===== src/rtl/gpio_bank_pkg.sv =====
// gpio_bank_pkg
// Shared constants for the GPIO set/clear bank: bus address width and the
// byte addresses of the five registers. Assumes 32-bit word-aligned registers.
package gpio_bank_pkg;
    localparam int ADDR_W = 5;

    localparam logic [ADDR_W-1:0] ADR_DIR = 5'h00;
    localparam logic [ADDR_W-1:0] ADR_OUT = 5'h04;
    localparam logic [ADDR_W-1:0] ADR_SET = 5'h08;
    localparam logic [ADDR_W-1:0] ADR_CLR = 5'h0C;
    localparam logic [ADDR_W-1:0] ADR_IN  = 5'h10;
endpackage


===== src/rtl/gpio_in_sync.sv =====
// gpio_in_sync
// Multi-stage synchronizer that brings the raw pad levels into the clock
// domain. Assumes each bit is independent (no multi-bit coherency needed).
// STAGES must be at least 1; the default of 2 sets the read latency.
module gpio_in_sync #(
    parameter int WIDTH  = 32,
    parameter int STAGES = 2
) (
    input  logic             clk,
    input  logic             rst_n,
    input  logic [WIDTH-1:0] raw_in,
    output logic [WIDTH-1:0] sync_out
);
    logic [WIDTH-1:0] stage_q [STAGES];

    // first stage samples the asynchronous pad level
    always_ff @(posedge clk) begin
        if (!rst_n) stage_q[0] <= '0;
        else        stage_q[0] <= raw_in;
    end

    for (genvar s = 1; s < STAGES; s++) begin : g_stage
        // each later stage re-times the previous one
        always_ff @(posedge clk) begin
            if (!rst_n) stage_q[s] <= '0;
            else        stage_q[s] <= stage_q[s-1];
        end
    end

    assign sync_out = stage_q[STAGES-1];
endmodule


===== src/rtl/gpio_pad_ctrl.sv =====
// gpio_pad_ctrl
// Turns the direction register and output latch into the pin drive value and
// drive enable. Pins flagged in OD_MASK act as open-drain: they only pull
// low, and they release the pin when their latch bit is 1.
// Assumes an external pull-up on open-drain pins.
module gpio_pad_ctrl #(
    parameter int               WIDTH   = 32,
    parameter logic [WIDTH-1:0] OD_MASK = '0
) (
    input  logic             clk,
    input  logic             rst_n,
    input  logic [WIDTH-1:0] dir_q,
    input  logic [WIDTH-1:0] out_q,
    output logic [WIDTH-1:0] pin_out,
    output logic [WIDTH-1:0] pin_oe
);
    for (genvar i = 0; i < WIDTH; i++) begin : g_pin
        if (OD_MASK[i]) begin : g_od
            // open-drain: drive low only while the latch bit is 0
            assign pin_out[i] = 1'b0;
            assign pin_oe[i]  = ~dir_q[i] & ~out_q[i];
        end else begin : g_pp
            // push-pull: drive the latch bit whenever the pin is an output
            assign pin_out[i] = out_q[i];
            assign pin_oe[i]  = ~dir_q[i];
        end
    end


    input_released_chk: assert property (@(posedge clk) disable iff (!rst_n)
        (pin_oe & dir_q) == '0);


    od_never_high_chk: assert property (@(posedge clk) disable iff (!rst_n)
        (pin_oe & pin_out & OD_MASK) == '0);
endmodule


===== src/rtl/gpio_reg_file.sv =====
// gpio_reg_file
// Register bank behind the bus: direction, output latch with set and clear
// aliases, and the registered read mux. Writes to latch bits of input pins
// are masked. Assumes one bus access per cycle; a read that hits the same
// edge as a write returns the value from before that write.
module gpio_reg_file
    import gpio_bank_pkg::*;
#(
    parameter int WIDTH = 32
) (
    input  logic              clk,
    input  logic              rst_n,
    input  logic              bus_we,
    input  logic              bus_re,
    input  logic [ADDR_W-1:0] bus_addr,
    input  logic [WIDTH-1:0]  bus_wdata,
    input  logic [WIDTH-1:0]  in_sync,
    output logic [WIDTH-1:0]  dir_q,
    output logic [WIDTH-1:0]  out_q,
    output logic [WIDTH-1:0]  bus_rdata
);
    logic [WIDTH-1:0] dir_d;
    logic [WIDTH-1:0] out_d;
    logic [WIDTH-1:0] wr_bits;
    logic [WIDTH-1:0] rd_mux;
    logic             latch_addr;
    logic             mapped;

    // write data restricted to pins that are currently outputs
    assign wr_bits = bus_wdata & ~dir_q;

    // next-state decode for direction and output latch
    always_comb begin
        dir_d = dir_q;
        out_d = out_q;
        if (bus_we) begin
            unique case (bus_addr)
                ADR_DIR: dir_d = bus_wdata;
                ADR_OUT: out_d = (out_q & dir_q) | wr_bits;
                ADR_SET: out_d = out_q | wr_bits;
                ADR_CLR: out_d = out_q & ~wr_bits;
                default: ;
            endcase
        end
    end

    // state update with synchronous reset: all inputs, latch cleared
    always_ff @(posedge clk) begin
        if (!rst_n) begin
            dir_q <= '1;
            out_q <= '0;
        end else begin
            dir_q <= dir_d;
            out_q <= out_d;
        end
    end

    // classify the read address
    assign latch_addr = (bus_addr == ADR_OUT) || (bus_addr == ADR_SET) ||
                        (bus_addr == ADR_CLR);
    assign mapped     = latch_addr || (bus_addr == ADR_DIR) || (bus_addr == ADR_IN);

    // read mux: latch aliases share one source
    always_comb begin
        rd_mux = '0;
        if (bus_addr == ADR_DIR)     rd_mux = dir_q;
        else if (latch_addr)         rd_mux = out_q;
        else if (bus_addr == ADR_IN) rd_mux = in_sync;
    end

    // registered read data, held between reads
    always_ff @(posedge clk) begin
        if (!rst_n)      bus_rdata <= '0;
        else if (bus_re) bus_rdata <= rd_mux;
    end


    set_bits_high_chk: assert property (@(posedge clk) disable iff (!rst_n)
        (bus_we && bus_addr == ADR_SET) |=>
            ((out_q & $past(bus_wdata & ~dir_q)) == $past(bus_wdata & ~dir_q)));


    clr_bits_low_chk: assert property (@(posedge clk) disable iff (!rst_n)
        (bus_we && bus_addr == ADR_CLR) |=>
            ((out_q & $past(bus_wdata & ~dir_q)) == '0));


    input_latch_hold_chk: assert property (@(posedge clk) disable iff (!rst_n)
        rst_n |=> (((out_q ^ $past(out_q)) & $past(dir_q)) == '0));


    latch_read_chk: assert property (@(posedge clk) disable iff (!rst_n)
        (bus_re && latch_addr) |=> (bus_rdata == $past(out_q)));


    in_read_chk: assert property (@(posedge clk) disable iff (!rst_n)
        (bus_re && bus_addr == ADR_IN) |=> (bus_rdata == $past(in_sync)));


    unmapped_zero_chk: assert property (@(posedge clk) disable iff (!rst_n)
        (bus_re && !mapped) |=> (bus_rdata == '0));


    rdata_hold_chk: assert property (@(posedge clk) disable iff (!rst_n)
        (!bus_re) |=> $stable(bus_rdata));
endmodule


===== src/rtl/gpio_setclr_bank.sv =====
// gpio_setclr_bank
// Top of the GPIO bank: register file, pad drive control and input
// synchronizer. Assumes pin_in carries the resolved pad level, including
// this block's own drive and any wired-AND on open-drain pins.
module gpio_setclr_bank
    import gpio_bank_pkg::*;
#(
    parameter int                 N_PINS     = 32,
    parameter int                 SYNC_DEPTH = 2,
    parameter logic [N_PINS-1:0]  OD_MASK    = 32'hFF00_0000
) (
    input  logic              clk,
    input  logic              rst_n,
    input  logic              bus_we,
    input  logic              bus_re,
    input  logic [ADDR_W-1:0] bus_addr,
    input  logic [N_PINS-1:0] bus_wdata,
    output logic [N_PINS-1:0] bus_rdata,
    output logic [N_PINS-1:0] pin_out,
    output logic [N_PINS-1:0] pin_oe,
    input  logic [N_PINS-1:0] pin_in
);
    logic [N_PINS-1:0] dir_q;
    logic [N_PINS-1:0] out_q;
    logic [N_PINS-1:0] in_sync;

    gpio_reg_file #(.WIDTH(N_PINS)) u_regs (
        .clk       (clk),
        .rst_n     (rst_n),
        .bus_we    (bus_we),
        .bus_re    (bus_re),
        .bus_addr  (bus_addr),
        .bus_wdata (bus_wdata),
        .in_sync   (in_sync),
        .dir_q     (dir_q),
        .out_q     (out_q),
        .bus_rdata (bus_rdata)
    );

    gpio_pad_ctrl #(.WIDTH(N_PINS), .OD_MASK(OD_MASK)) u_pad (
        .clk     (clk),
        .rst_n   (rst_n),
        .dir_q   (dir_q),
        .out_q   (out_q),
        .pin_out (pin_out),
        .pin_oe  (pin_oe)
    );

    gpio_in_sync #(.WIDTH(N_PINS), .STAGES(SYNC_DEPTH)) u_sync (
        .clk      (clk),
        .rst_n    (rst_n),
        .raw_in   (pin_in),
        .sync_out (in_sync)
    );
endmodule


===== config.mk =====
export PLATFORM = sky130hd
export DESIGN_NAME = gpio_setclr_bank
export DESIGN_NICKNAME = d
export VERILOG_FILES = /design/src/rtl/gpio_bank_pkg.sv /design/src/rtl/gpio_in_sync.sv /design/src/rtl/gpio_pad_ctrl.sv /design/src/rtl/gpio_reg_file.sv /design/src/rtl/gpio_setclr_bank.sv
export SDC_FILE = /design/constraint.sdc
export NUM_CORES = 1
export LEC_CHECK = 0
export BUFFER_PORTS_ARGS = -buffer_cell sky130_fd_sc_hd__buf_4
export CELL_PAD_IN_SITES_DETAIL_PLACEMENT = 0
export CELL_PAD_IN_SITES_GLOBAL_PLACEMENT = 1
export CORE_MARGIN = 5
export CORE_UTILIZATION = 43
export DETAILED_ROUTE_END_ITERATION = 10
export PLACE_DENSITY_LB_ADDON = 0.1
export SKIP_CTS_REPAIR_TIMING = 1
export SYNTH_ARGS = -nofsm -noshare
export SYNTH_HDL_FRONTEND = slang
export SYNTH_SLANG_ARGS = --single-unit

===== constraint.sdc =====
create_clock -name clk -period 3 [get_ports clk]
set_input_delay 0.15 -clock clk [delete_from_list [all_inputs] [get_ports clk]]
set_output_delay 0.15 -clock clk [all_outputs]
set_load 0.02 [all_outputs]

; Word-level counts from Yosys, hierarchy flattened
; Memories as Yosys holds them, arrays and structs flattened.
; Cells that the tools add are included.
; W data, S select, Z words.
[classes]
eq_ne = 4
muxes = 8
n_bitwise = 57
reduce_logical = 6
[ops]
columns = cell, n
row1 = $mux W32, 5
row2 = $and A32 B32 Y32, 3
row3 = $pmux W32 S3, 1
row4 = $not A32 Y32, 2
row5 = $or A32 B32 Y32, 2
row6 = $not A1 Y1, 40
row7 = $eq A5 B4 Y1 const B, 2
row8 = $and A1 B1 Y1, 8
row9 = $eq A5 B3 Y1 const B, 1
row10 = $eq A5 B5 Y1 const B, 1
row11 = $logic_not A5 Y1, 1
row12 = $reduce_and A2 Y1, 2
row13 = $reduce_bool A3 Y1, 1
row14 = $logic_or A1 B1 Y1, 2
row15 = $mux W1, 2
row16 = $or A1 B1 Y1, 2
[word_totals]
register_bits = 96
ram_bits = 64
input_bits = 73
out_inout_bits = 96
elab_cells = 79
n_memories = 1
[memory_table]
columns = memory, depth, width, read_ports, rd_ports_with_merged_regs, write_ports, line
row1 = u_sync.stage_q, 2, 32, 2, 0, 2, gpio_in_sync.sv:14  ; logic [WIDTH-1:0] stage_q [STAGES];

; Longest topological paths before layout
; Gate-level depths: netlist of the first run.
[depth]
depth_word = 5
mapped_depth = 7
ltp_nobuf = 3

; By module
; Synthesis of the first run repeated with hierarchy kept, for this count alone.
[hier_totals]
cells_unflattened = 784
hier_area_um2 = 7183.1
[by_module_without_submodules]
columns = module, n_inst, cells_per_inst, area_each_um2, seq_area_each_um2
row1 = gpio_reg_file, 1, 585, 5027.3, 1921.8
row2 = gpio_in_sync, 1, 134, 1791.7, 1281.2
row3 = gpio_pad_ctrl, 1, 65, 364.1, 0.0

; Worst setup path after synthesis of the first run
; Ideal clock, no wire load.
[synth_timing]
path_kind = input -> register
start = input bus_addr[4]
end = register u_regs.dir_q[21]
setup_ps = 143
arrival_time_ps = 1438
required_ps = 2857
slack_ps = 1419
path_stages = 7
path_buffers = 4
cell_sequence = buf_6 -> or4b_1 -> buf_2 -> buf_6 -> buf_6 -> o21ai_0 -> o311ai_1
[synth_via]
elab_chain_len = 2
[synth_lines]
columns = item, line
row1 = "start, declared", gpio_setclr_bank.sv:16  ; input logic [ADDR_W-1:0] bus_addr,
row2 = $logic_not A5 Y1, n/a
row3 = $reduce_and A2 Y1 (no line), n/a
row4 = "end signal, assigned", gpio_reg_file.sv:53  ; dir_q <= dir_d;
row5 = "end, declared", gpio_reg_file.sv:18  ; output logic [WIDTH-1:0] dir_q,
; No other way between the ends.
; A chain may end at the register's enable or synchronous reset.

; Final worst setup path of the first run
[layout_timing]
start = input bus_addr[3]
end = register u_regs.dir_q[12]
; The elaborated chain is that of the path after synthesis.

==> key figures, run 1 <==
Run status
  – Outcome: finished clean

Power
  – Leakage: 0.00370 uW
  – Sw frac: 23.4%
  – Clock power frac: approximately 45%
  – Peak supply drop: 384 uV
  – Sequential share of power: a little under half
  – Int Pwr: between 3000 and 4000 uW
  – Logic pwr share: a little under a tenth
  – PwrDens: 553 mW/mm^2
  – Switching pwr: 1140 uW

Placed design
  – Buffers on Ports: 160
  – DP HPWL: 11.5 mm
  – Dpl cells: between 900 and 1,000
  – Routability cong.: around 0.76

Routing
  – Iteration-0 DRC Markers: 416
  – Vias per cell: about 5.4
  – DRT Pass-1 Iters: 5
  – Total wire length: 18.8 mm
  – Vias: roughly 5,700
  – # DRC: 0
  – Wirelength per Cell: 17.7 um
  – Antenna viol nets, final: 0

Job
  – Max Cap Violations: 0

GRT
  – Vias in the first global route: about 5,600
  – GRT Total Usage: 20.1%
  – Grt total ovfl: 0
  – Largest net degree at the start of global routing: between 100 and 150
  – First-pass GRT wire length: 29.5 mm
  – Initial antenna violation count: 0

Timing
  – Setup TNS: 0 ns
  – Final period utilization: 54.6%
  – Fmax: 610 MHz
  – Pins over their slew limit: 0
  – Layout Skew: a little over 0.006 ns
  – Fin. Hold Viols: 0
  – RSZ-0062 raised after global routing: false
  – Final setup fails: 0
  – Fin crit period: 1.64 ns
  – Worst slew pin tran: 1.22 ns
  – Rel. slew slack: 19.0%

Setup path
  – Setup crit start kind: input pin
  – WS Path Type: input pin to register
  – Data arrival, critical path: 1.93 ns
  – Worst path required time: 3.29 ns
  – CP Capture Type: register
  – Register-to-register setup slack: 1.92 ns
  – Largest stage delay, worst path: 0.61 ns
  – CP max FO: 44
  – CP max-delay cell: buf_4
  – Worst path cell trace: buf_4 > or2_2 > buf_12 > o21ai_1 > o311ai_0

Clock network
  – Clock transition at path regs: 0.06 ns
  – CTS tree: done
  – CTS root buffer: clkbuf_16
  – TritonCTS buffer count: 17
  – H-tree levels: 4
  – Clk_lat worst skew: 0.42 ns
  – CTS max path bufs: 2
  – Clock sink count: 160

Die
  – Die Area: 0.0185 mm^2
  – Initial Util: 43.5%
  – Row count: 46
  – Chip Width: 136 um
  – Core Region: 0.0157 mm^2
  – I/O pin count: 169
  – Height of the die: 136 um

Synthesis
  – Count of cell types in the netlist: 38
  – Seq/Total Area, Yosys: 46.9%
  – Asr flop ratio synth: 0%
  – Synthesized flop and latch total: 160
  – Synth warnings: 0
  – Synth Instances: 706
  – Mapped Area: 0.00684 mm^2
  – EDFF count, synth: 0
  – Ys flop type: dfxtp_1
  – Synthesized area per cell: 9.68 um^2

Finish
  – Layout Cells excl Fill: about 1,100
  – Core Util, Final: approximately 56%
  – Nets: a little over 900
  – Share of cells above drive strength 1: 28.0%
  – Diodes inserted: 0
  – Area delta synth->final: 28.8%
  – Fillers: approximately 1,400

Worst hold path
  – Min-Delay Path Class: input pin to register
## sequential cells by signal, summed over array words and instances, names as in the netlist
register          cells
u_regs.dir_q         32
u_regs.bus_rdata     32
u_regs.out_q         32
u_sync.stage_q       64
## final timing paths
check | startpoint | to | cells past startpoint
worst max-delay path | bus_addr[3] | u_regs.dir_q[12]$_SDFFE_PN1P_ | 5
worst min-delay path | bus_wdata[28] | u_regs.out_q[28]$_SDFFE_PN0P_ | 3
worst max register to register | u_regs.dir_q[0]$_SDFFE_PN1P_ | u_regs.bus_rdata[0]$_SDFFE_PN0P_ | 3
worst min register to register | u_sync.stage_q[0][22]$_SDFF_PN0_ | u_sync.stage_q[1][22]$_SDFF_PN0_ | 1
## layout by cell type (no fill, tap or decap), drive strengths merged, types with 8 or more instances in the layout
master / netlist / final
a2111oi: 32 / 32
clkbuf: 48 / 20
o21ai: 66 / 66
dfxtp: 160 / 160
o32ai: 32 / 32
buf: 52 / 170
a22oi: 26 / 26
nor2: 10 / 10
conb: 1 / 8
nand2b: 26 / 26
dlygate4sd3: 0 / 32
a221oi: 26 / 26
nand2: 34 / 34
o311ai: 32 / 32
inv: 64 / 64
and2: 64 / 64
## Yosys cell counts, types with 3 or more instances
cell       instances  area [um^2]
a2111oi_2         28          420
a2111oi_4          4          110
a221oi_1          26          228
a22oi_1           26          195
a31oi_1            4         25.0
and2_1            64          400
buf_1              5         18.8
buf_2              6         30.0
buf_4             32          240
buf_6              9          101
clkbuf_1          46          173
dfxtp_1          160         3200
inv_1             64          240
nand2_1           34          128
nand2b_1          26          163
nand3_1            5         25.0
nor2_1             9         33.8
nor3b_1            6         45.0
o21a_1             4         30.0
o21ai_0           56          280
o21ai_1           10         50.1
o311ai_0           3         26.3
o311ai_1          29          254
o32ai_1           32          280
## power by group through the flow
| stage | combinational [uW] | sequential (uW) | clock [uW] |
|---|---|---|---|
| floorplan | 232 | 2290 | 0 |
| global placement | 420 | 2270 | 0 |
| detailed placement | 427 | 2270 | 0 |
| CTS | 430 | 2220 | 2220 |
| global route | 501 | 2230 | 2310 |
| finish | 461 | 2220 | 2190 |
## cell families after synthesis
family	after synthesis	synth area share [%]
AO/OA/AOI/OAI	226	28.3
XOR/XNOR	1	0.128
buffers and inverters	164	11.9
flip-flops	160	46.9
other	1	0.0549
AND/OR/NAND/NOR	154	12.8
## area by class of cell
class,count,area [um^2],share of cell area [%]
Sequential cell,160,3200,36.4
Multi-Input combinational cell,389,2870,32.5
Clock inverter,11,139,1.58
Timing Repair Buffer,202,1630,18.6
Clock buffer,20,457,5.18
Tap cell,216,270,3.07
Inverter,64,240,2.73
## worst max-delay path: cells and delay by family
kind,cells,cell delay (ns)
AO/OA/AOI/OAI,2,0.24
buffers and inverters,2,0.89
AND/OR/NAND/NOR,1,0.60
## layer usage
metal,track usage [%],up-vias,share of wire (%)
li1,-,2767,-
met1,27.0,2765,45
met2,31.9,189,47
met3,4.92,19,6.0
met4,6.49,0,1.4
met5,0,-,0
## stage by stage
step	setup WS, ns	hold slack (ns)	power [uW]	cell area (um^2)
5_1_grt	1.19	0.0851	5040	8810
6_report	1.36	0.0769	4870	8810
2_1_floorplan	1.42	0.277	2520	6860
3_3_place_gp	0.997	0.358	2690	7890
3_5_place_dp	0.938	0.360	2690	7890
4_1_cts	1.37	-0.0855	4870	8490
Power figures use the tool's default switching activity.
==> run 2, diff against run 1 <==
CORE_UTILIZATION = 36   (was 43)
clock period = 1.4 ns   (was 3 ns; I/O delays follow)
==> key figures, run 2 (synthesized netlist as in run 1, its figures left out) <==
Finish
  – Share of cells above drive strength 1: 30.3%
  – Max reg flops: 64
  – FF+latch area: roughly 0.0032 mm^2
  – Top reg by flops: u_sync.stage_q
  – Nets: 941
  – Area delta synth->final: 34.4%
  – Commonest non-fill, non-tap cells in the layout: buf_4, dfxtp_1, inv_1, and2_1, o21ai_0
  – Most common cell after layout, fill and taps aside: buf_4
  – Layout Cells excl Fill: 1,115
  – Fillers: 1,763
  – Diodes inserted: 0
  – Area used by multi-input combinational logic: 0.00288 mm^2
  – Final Cell Area: 0.00919 mm^2

Setup path
  – Worst path required time: 1.72 ns
  – FF-to-FF path depth: 3
  – Reg-to-reg endpoint: u_regs.bus_rdata[2]$_SDFFE_PN0P_
  – CP max FO: 19
  – Setup crit start kind: input pin
  – R2r startpoint: u_regs.dir_q[2]$_SDFFE_PN1P_
  – Register-to-register setup slack: 0.29 ns
  – WS Path Type: input pin to register
  – Data arrival, critical path: 1.58 ns
  – CP Capture Type: register
  – CP Launch Point: rst_n

Worst hold path
  – Worst hold endpoint: u_regs.out_q[31]$_SDFFE_PN0P_
  – Hold_sp: bus_wdata[31]
  – Hold depth: 3
  – Min-Delay Path Class: input pin to register

Routing
  – # DRC: 0
  – Wirelength per Cell: 17.8 um
  – Iteration-0 DRC Markers: 280
  – Vias per cell: between 5 and 6
  – DRT Pass-1 Iters: 4
  – Antenna viol nets, final: 0
  – Vias: 5,893
  – Total wire length: 19.8 mm

Timing
  – Fmax: 797 MHz
  – Layout Skew: 0.00672 ns
  – RSZ-0062 raised after global routing: false
  – Pins over their slew limit: 0
  – Final period utilization: 89.7%
  – Fin. Hold Viols: 0
  – Final setup fails: 0
  – Hold_ws: 0.00365 ns
  – Fin crit period: approximately 1.3 ns

Clock network
  – TritonCTS buffer count: 17
  – Clock transition at path regs: around 0.070 ns
  – CTS max path bufs: 2
  – H-tree levels: 4
  – CTS tree: done
  – CTS root buffer: clkbuf_16
  – Clk_lat worst skew: 0.42 ns
  – Clock sink count: 160

GRT
  – GRT busiest layer: met2
  – Vias in the first global route: 5,814
  – Grt total ovfl: 0
  – Global routing usage on met1: 23.0%
  – Initial antenna violation count: 0
  – First-pass GRT wire length: 30.7 mm
  – Met3 Resource Use GR: a little over 4%
  – GRT Total Usage: 17.6%
  – Met2 Track Usage GR: between 20 and 30%
  – Largest net degree at the start of global routing: 48

Die
  – Die Area: between 0.02 and 0.025 mm^2
  – Height of the die: 148 um
  – Chip Width: 148 um
  – Core Region: 0.0187 mm^2
  – Row count: 50
  – Initial Util: 36.5%
  – I/O pin count: roughly 170

Power
  – Leakage: 0.00389 uW
  – PwrDens: 1150 mW/mm^2
  – Peak supply drop: 836 uV

Placed design
  – DP HPWL: 13.5 mm
  – Buffers on Ports: 160
  – Dpl cells: 1,045
  – Routability cong.: 0.770
  – Post-DP Area: 0.00821 mm^2

Run status
  – Outcome: finished clean

Job
  – Max Cap Violations: 0
## run 2: cell types whose count changed in the layout (fill, tap and decap cells not counted), sizes merged
cell | before | now
buf | 170 | 198
bufinv | 3 | 2
clkbuf | 20 | 17
clkinv | 6 | 4
clkinvlp | 2 | 1
dlygate4sd3 | 32 | 38
inv | 64 | 72
## run 2: worst max path at each step
stage	to	slack [ns]
6_report	u_regs.out_q[17]$_SDFFE_PN0P_	0.14
2_1_floorplan	u_regs.out_q[12]$_SDFFE_PN0P_	-0.05
3_3_place_gp	u_regs.out_q[6]$_SDFFE_PN0P_	-0.12
5_1_grt	u_regs.out_q[26]$_SDFFE_PN0P_	0.04
4_1_cts	pin_oe[25]	0.17
3_5_place_dp	u_regs.dir_q[28]$_SDFFE_PN1P_	-0.19
## run 2: layout make-up
type                       instances  area share [%]
inverter                          64            2.61
tap                              234            3.19
sequential                       160            34.9
clock buffer                      17            4.63
timing repair buffer             236            21.5
multi-input combinational        389            31.3
clock inverter                    15            1.85
## run 2: layer usage
metal  wire length (um)  up-vias
li1                   -     2838
met1               8650     2839
met2               9590      191
met3               1270       25
met4                283        0
met5                  0        -
## run 2: critical path, cell delays in order
cell	delay [ns]
dlygate4sd3_1	0.53
buf_4	0.28
nand4_1	0.17
buf_4	0.26
o32ai_1	0.26
## run 2: where the power goes
| group | total (uW) | leakage [uW] | internal [uW] | switching, uW |
|---|---|---|---|---|
| Clock | 4680 | 0.000293 | 2680 | 2000 |
| Sequential | 4750 | 0.00131 | 4700 | 58.9 |
| Combinational | 1090 | 0.00229 | 490 | 596 |
## run 2: per-stage QoR
| step | setup slack, ns | setup TNS [ns] | util [%] | power (uW) |
|---|---|---|---|---|
| after CTS | 0.175 | 0 | 47.1 | 10600 |
| after detailed placement | -0.189 | -5.57 | 43.9 | 5860 |
| after global routing | 0.0397 | 0 | 49.1 | 10900 |
| final | 0.145 | 0 | 49.1 | 10500 |
| after global placement | -0.123 | -3.77 | 43.9 | 5840 |
| after floorplan | -0.0451 | -1.95 | - | 5400 |
==> run 3, diff against run 2 <==
SYNTH_HIERARCHICAL = 1   (was unset)
==> key figures, run 3 <==
Finish
  – Share of cells above drive strength 1: 34.8%
  – Top reg by flops: u_sync/stage_q
  – Nets: 1,009
  – Commonest non-fill, non-tap cells in the layout: buf_4, dfxtp_1, inv_1, and2_2, nand2_1
  – Diodes inserted: 0
  – Most common cell after layout, fill and taps aside: buf_4
  – Area delta synth->final: 31.8%
  – Final Cell Area: about 0.0095 mm^2
  – Core Util, Final: 48.5%
  – Max reg flops: 64

Power
  – Sw frac: 23.9%
  – PwrDens: 1090 mW/mm^2
  – Sequential share of power: 45.6%
  – Switching pwr: 2460 uW
  – Logic pwr share: 10.1%
  – Peak supply drop: 838 uV
  – Leakage: 0.00409 uW
  – Clock power frac: 44.2%
  – Int Pwr: 7830 uW

GRT
  – Vias in the first global route: ~6,100
  – Largest net degree at the start of global routing: 65
  – Grt total ovfl: 0
  – GRT Total Usage: 18.9%
  – First-pass GRT wire length: 33.7 mm
  – Initial antenna violation count: 0

Setup path
  – Setup crit start kind: register
  – CP Capture Type: output port
  – Buf/Inv on CP: 1
  – Register-to-register setup slack: around 0.33 ns
  – Largest stage delay, worst path: around 0.35 ns
  – Worst path required time: 1.33 ns
  – CP max FO: 5
  – Critical path's top delay family: flip-flops
  – CP max-delay cell: dfxtp_1
  – WS Path Type: register to output port
  – Worst path cell trace: nor2_1 > buf_4
  – Data arrival, critical path: 1.19 ns

Synthesis
  – Mapped Area: 0.00718 mm^2
  – EDFF count, synth: 0
  – Count of cell types in the netlist: 31
  – Synth top cells by count: dfxtp_1, inv_1, and2_2, nand2_1, o21ai_0
  – Synth area leaders: dfxtp_1, and2_2, mux2_2, inv_1, o311a_1
  – Cell taking the most area after synthesis: dfxtp_1
  – Synth warnings: 6
  – Count leader, synth: dfxtp_1
  – Synthesized flop and latch total: 160
  – Share of the synthesized area in the top cell type: 44.6%
  – Asr flop ratio synth: 0%
  – Synth Instances: 784
  – Seq/Total Area, Yosys: between 40% and 50%
  – Ys flop type: dfxtp_1
  – Synthesized area per cell: 9.16 um^2

Clock network
  – Clock sink count: 160
  – Clock transition at path regs: 0.06 ns
  – CTS tree: done
  – CTS max path bufs: 2
  – CTS root buffer: clkbuf_16
  – H-tree levels: 4
  – Clk_lat worst skew: 0.41 ns
  – TritonCTS buffer count: 17

Placed design
  – Post-DP Area: ~0.0086 mm^2
  – Buffers on Ports: 160
  – DP HPWL: 14.7 mm
  – Routability cong.: ~0.81

Die
  – Height of the die: 151 um
  – Die Area: 0.0229 mm^2
  – Row count: 51
  – Chip Width: 151 um
  – I/O pin count: 169
  – Initial Util: a little under two fifths
  – Core Region: 0.0195 mm^2

Timing
  – Layout Skew: 0.00636 ns
  – Final setup fails: 0
  – Fin crit period: 1.26 ns
  – Fin. Hold Viols: 0
  – RSZ-0062 raised after global routing: false
  – Final period utilization: 89.7%
  – Pins over their slew limit: 0
  – Fmax: between 700 and 800 MHz
  – Hold_ws: roughly 0.013 ns
  – Setup TNS: 0 ns

Routing
  – Total wire length: 21.6 mm
  – # DRC: 0
  – Iteration-0 DRC Markers: 406
  – DRT Pass-1 Iters: 5
  – Wirelength per Cell: 17.8 um
  – Antenna viol nets, final: 0
  – Vias: approximately 6,300
  – Vias per cell: ~5.2

Job
  – Max Cap Violations: 0

Worst hold path
  – Min-Delay Path Class: input pin to register

Run status
  – Outcome: finished clean
## run 3: cell count changes in the layout (fill, tap and decap cells not counted), sizes merged, moves of 5 or more
cell         delta
a2111oi        -32
mux2           +32
o311a          +32
o31ai          +32
o32ai          -32
nand2          +30
o41ai          +30
a221oi         -26
inv            +16
a22oi           +6
nand2b          +6
nor3b           -6
dlygate4sd3     -5
## run 3: power by group through the flow
stage	Sequential, uW	Clock, uW	Combinational (uW)
after CTS	4700	4640	975
after global routing	4710	4860	1140
after detailed placement	4800	0	971
final	4700	4550	1040
after global placement	4800	0	947
after floorplan	4800	0	535
## run 3: area by class of cell
cell class | count | area, um^2
multi-input cells | 442 | 3160
inverters | 88 | 330
clock inverters | 11 | 116
clock buffers | 19 | 453
flip-flops and latches | 160 | 3200
fillers | 1862 | 10100
well taps | 265 | 332
repair buffers | 227 | 1870
## run 3: metal layers
metal  global-route usage [%]  share of wire, %
met1                     25.0                45
met2                     30.5                48
met3                     3.95               6.2
met4                     6.98               1.8
met5                        0                 0
## run 3: cell families (layout without fill, tap and decap cells)
logic type	count (synthesis)	count (layout)	share of synthesized area [%]
flops	160	160	44.6
simple gates	177	177	14.4
compound gates	225	225	23.5
other cells	1	8	0.0522
mux	32	32	5.02
buf+inv	189	345	12.5
## run 3: final timing paths
path,from,endpoint,depth (start not counted)
setup / recovery,u_regs/dir_q[31]$_SDFFE_PN1P_,pin_oe[31],2
hold / removal,bus_wdata[17],u_regs/dir_q[17]$_SDFFE_PN1P_,3
setup reg to reg,u_regs/dir_q[7]$_SDFFE_PN1P_,u_regs/out_q[7]$_SDFFE_PN0P_,2
hold reg to reg,u_sync/stage_q[0][30]$_SDFF_PN0_,u_sync/stage_q[1][30]$_SDFF_PN0_,1
## run 3: worst reg2reg max path: cells and delay by family, from the launching register on
family | cells | cell delay [ns]
DFF | 1 | 0.36
AOI/OAI and AO/OA | 2 | 0.66
## run 3: through the flow
stage / std cells / worst slack (ns) / power [uW]
after floorplan: 791 / -0.0524 / 5330
after detailed placement: 1149 / -0.215 / 5770
after CTS: 1179 / 0.152 / 10300
final: 1212 / 0.144 / 10300
after global placement: 1149 / -0.191 / 5740
after global routing: 1212 / 0.0966 / 10700
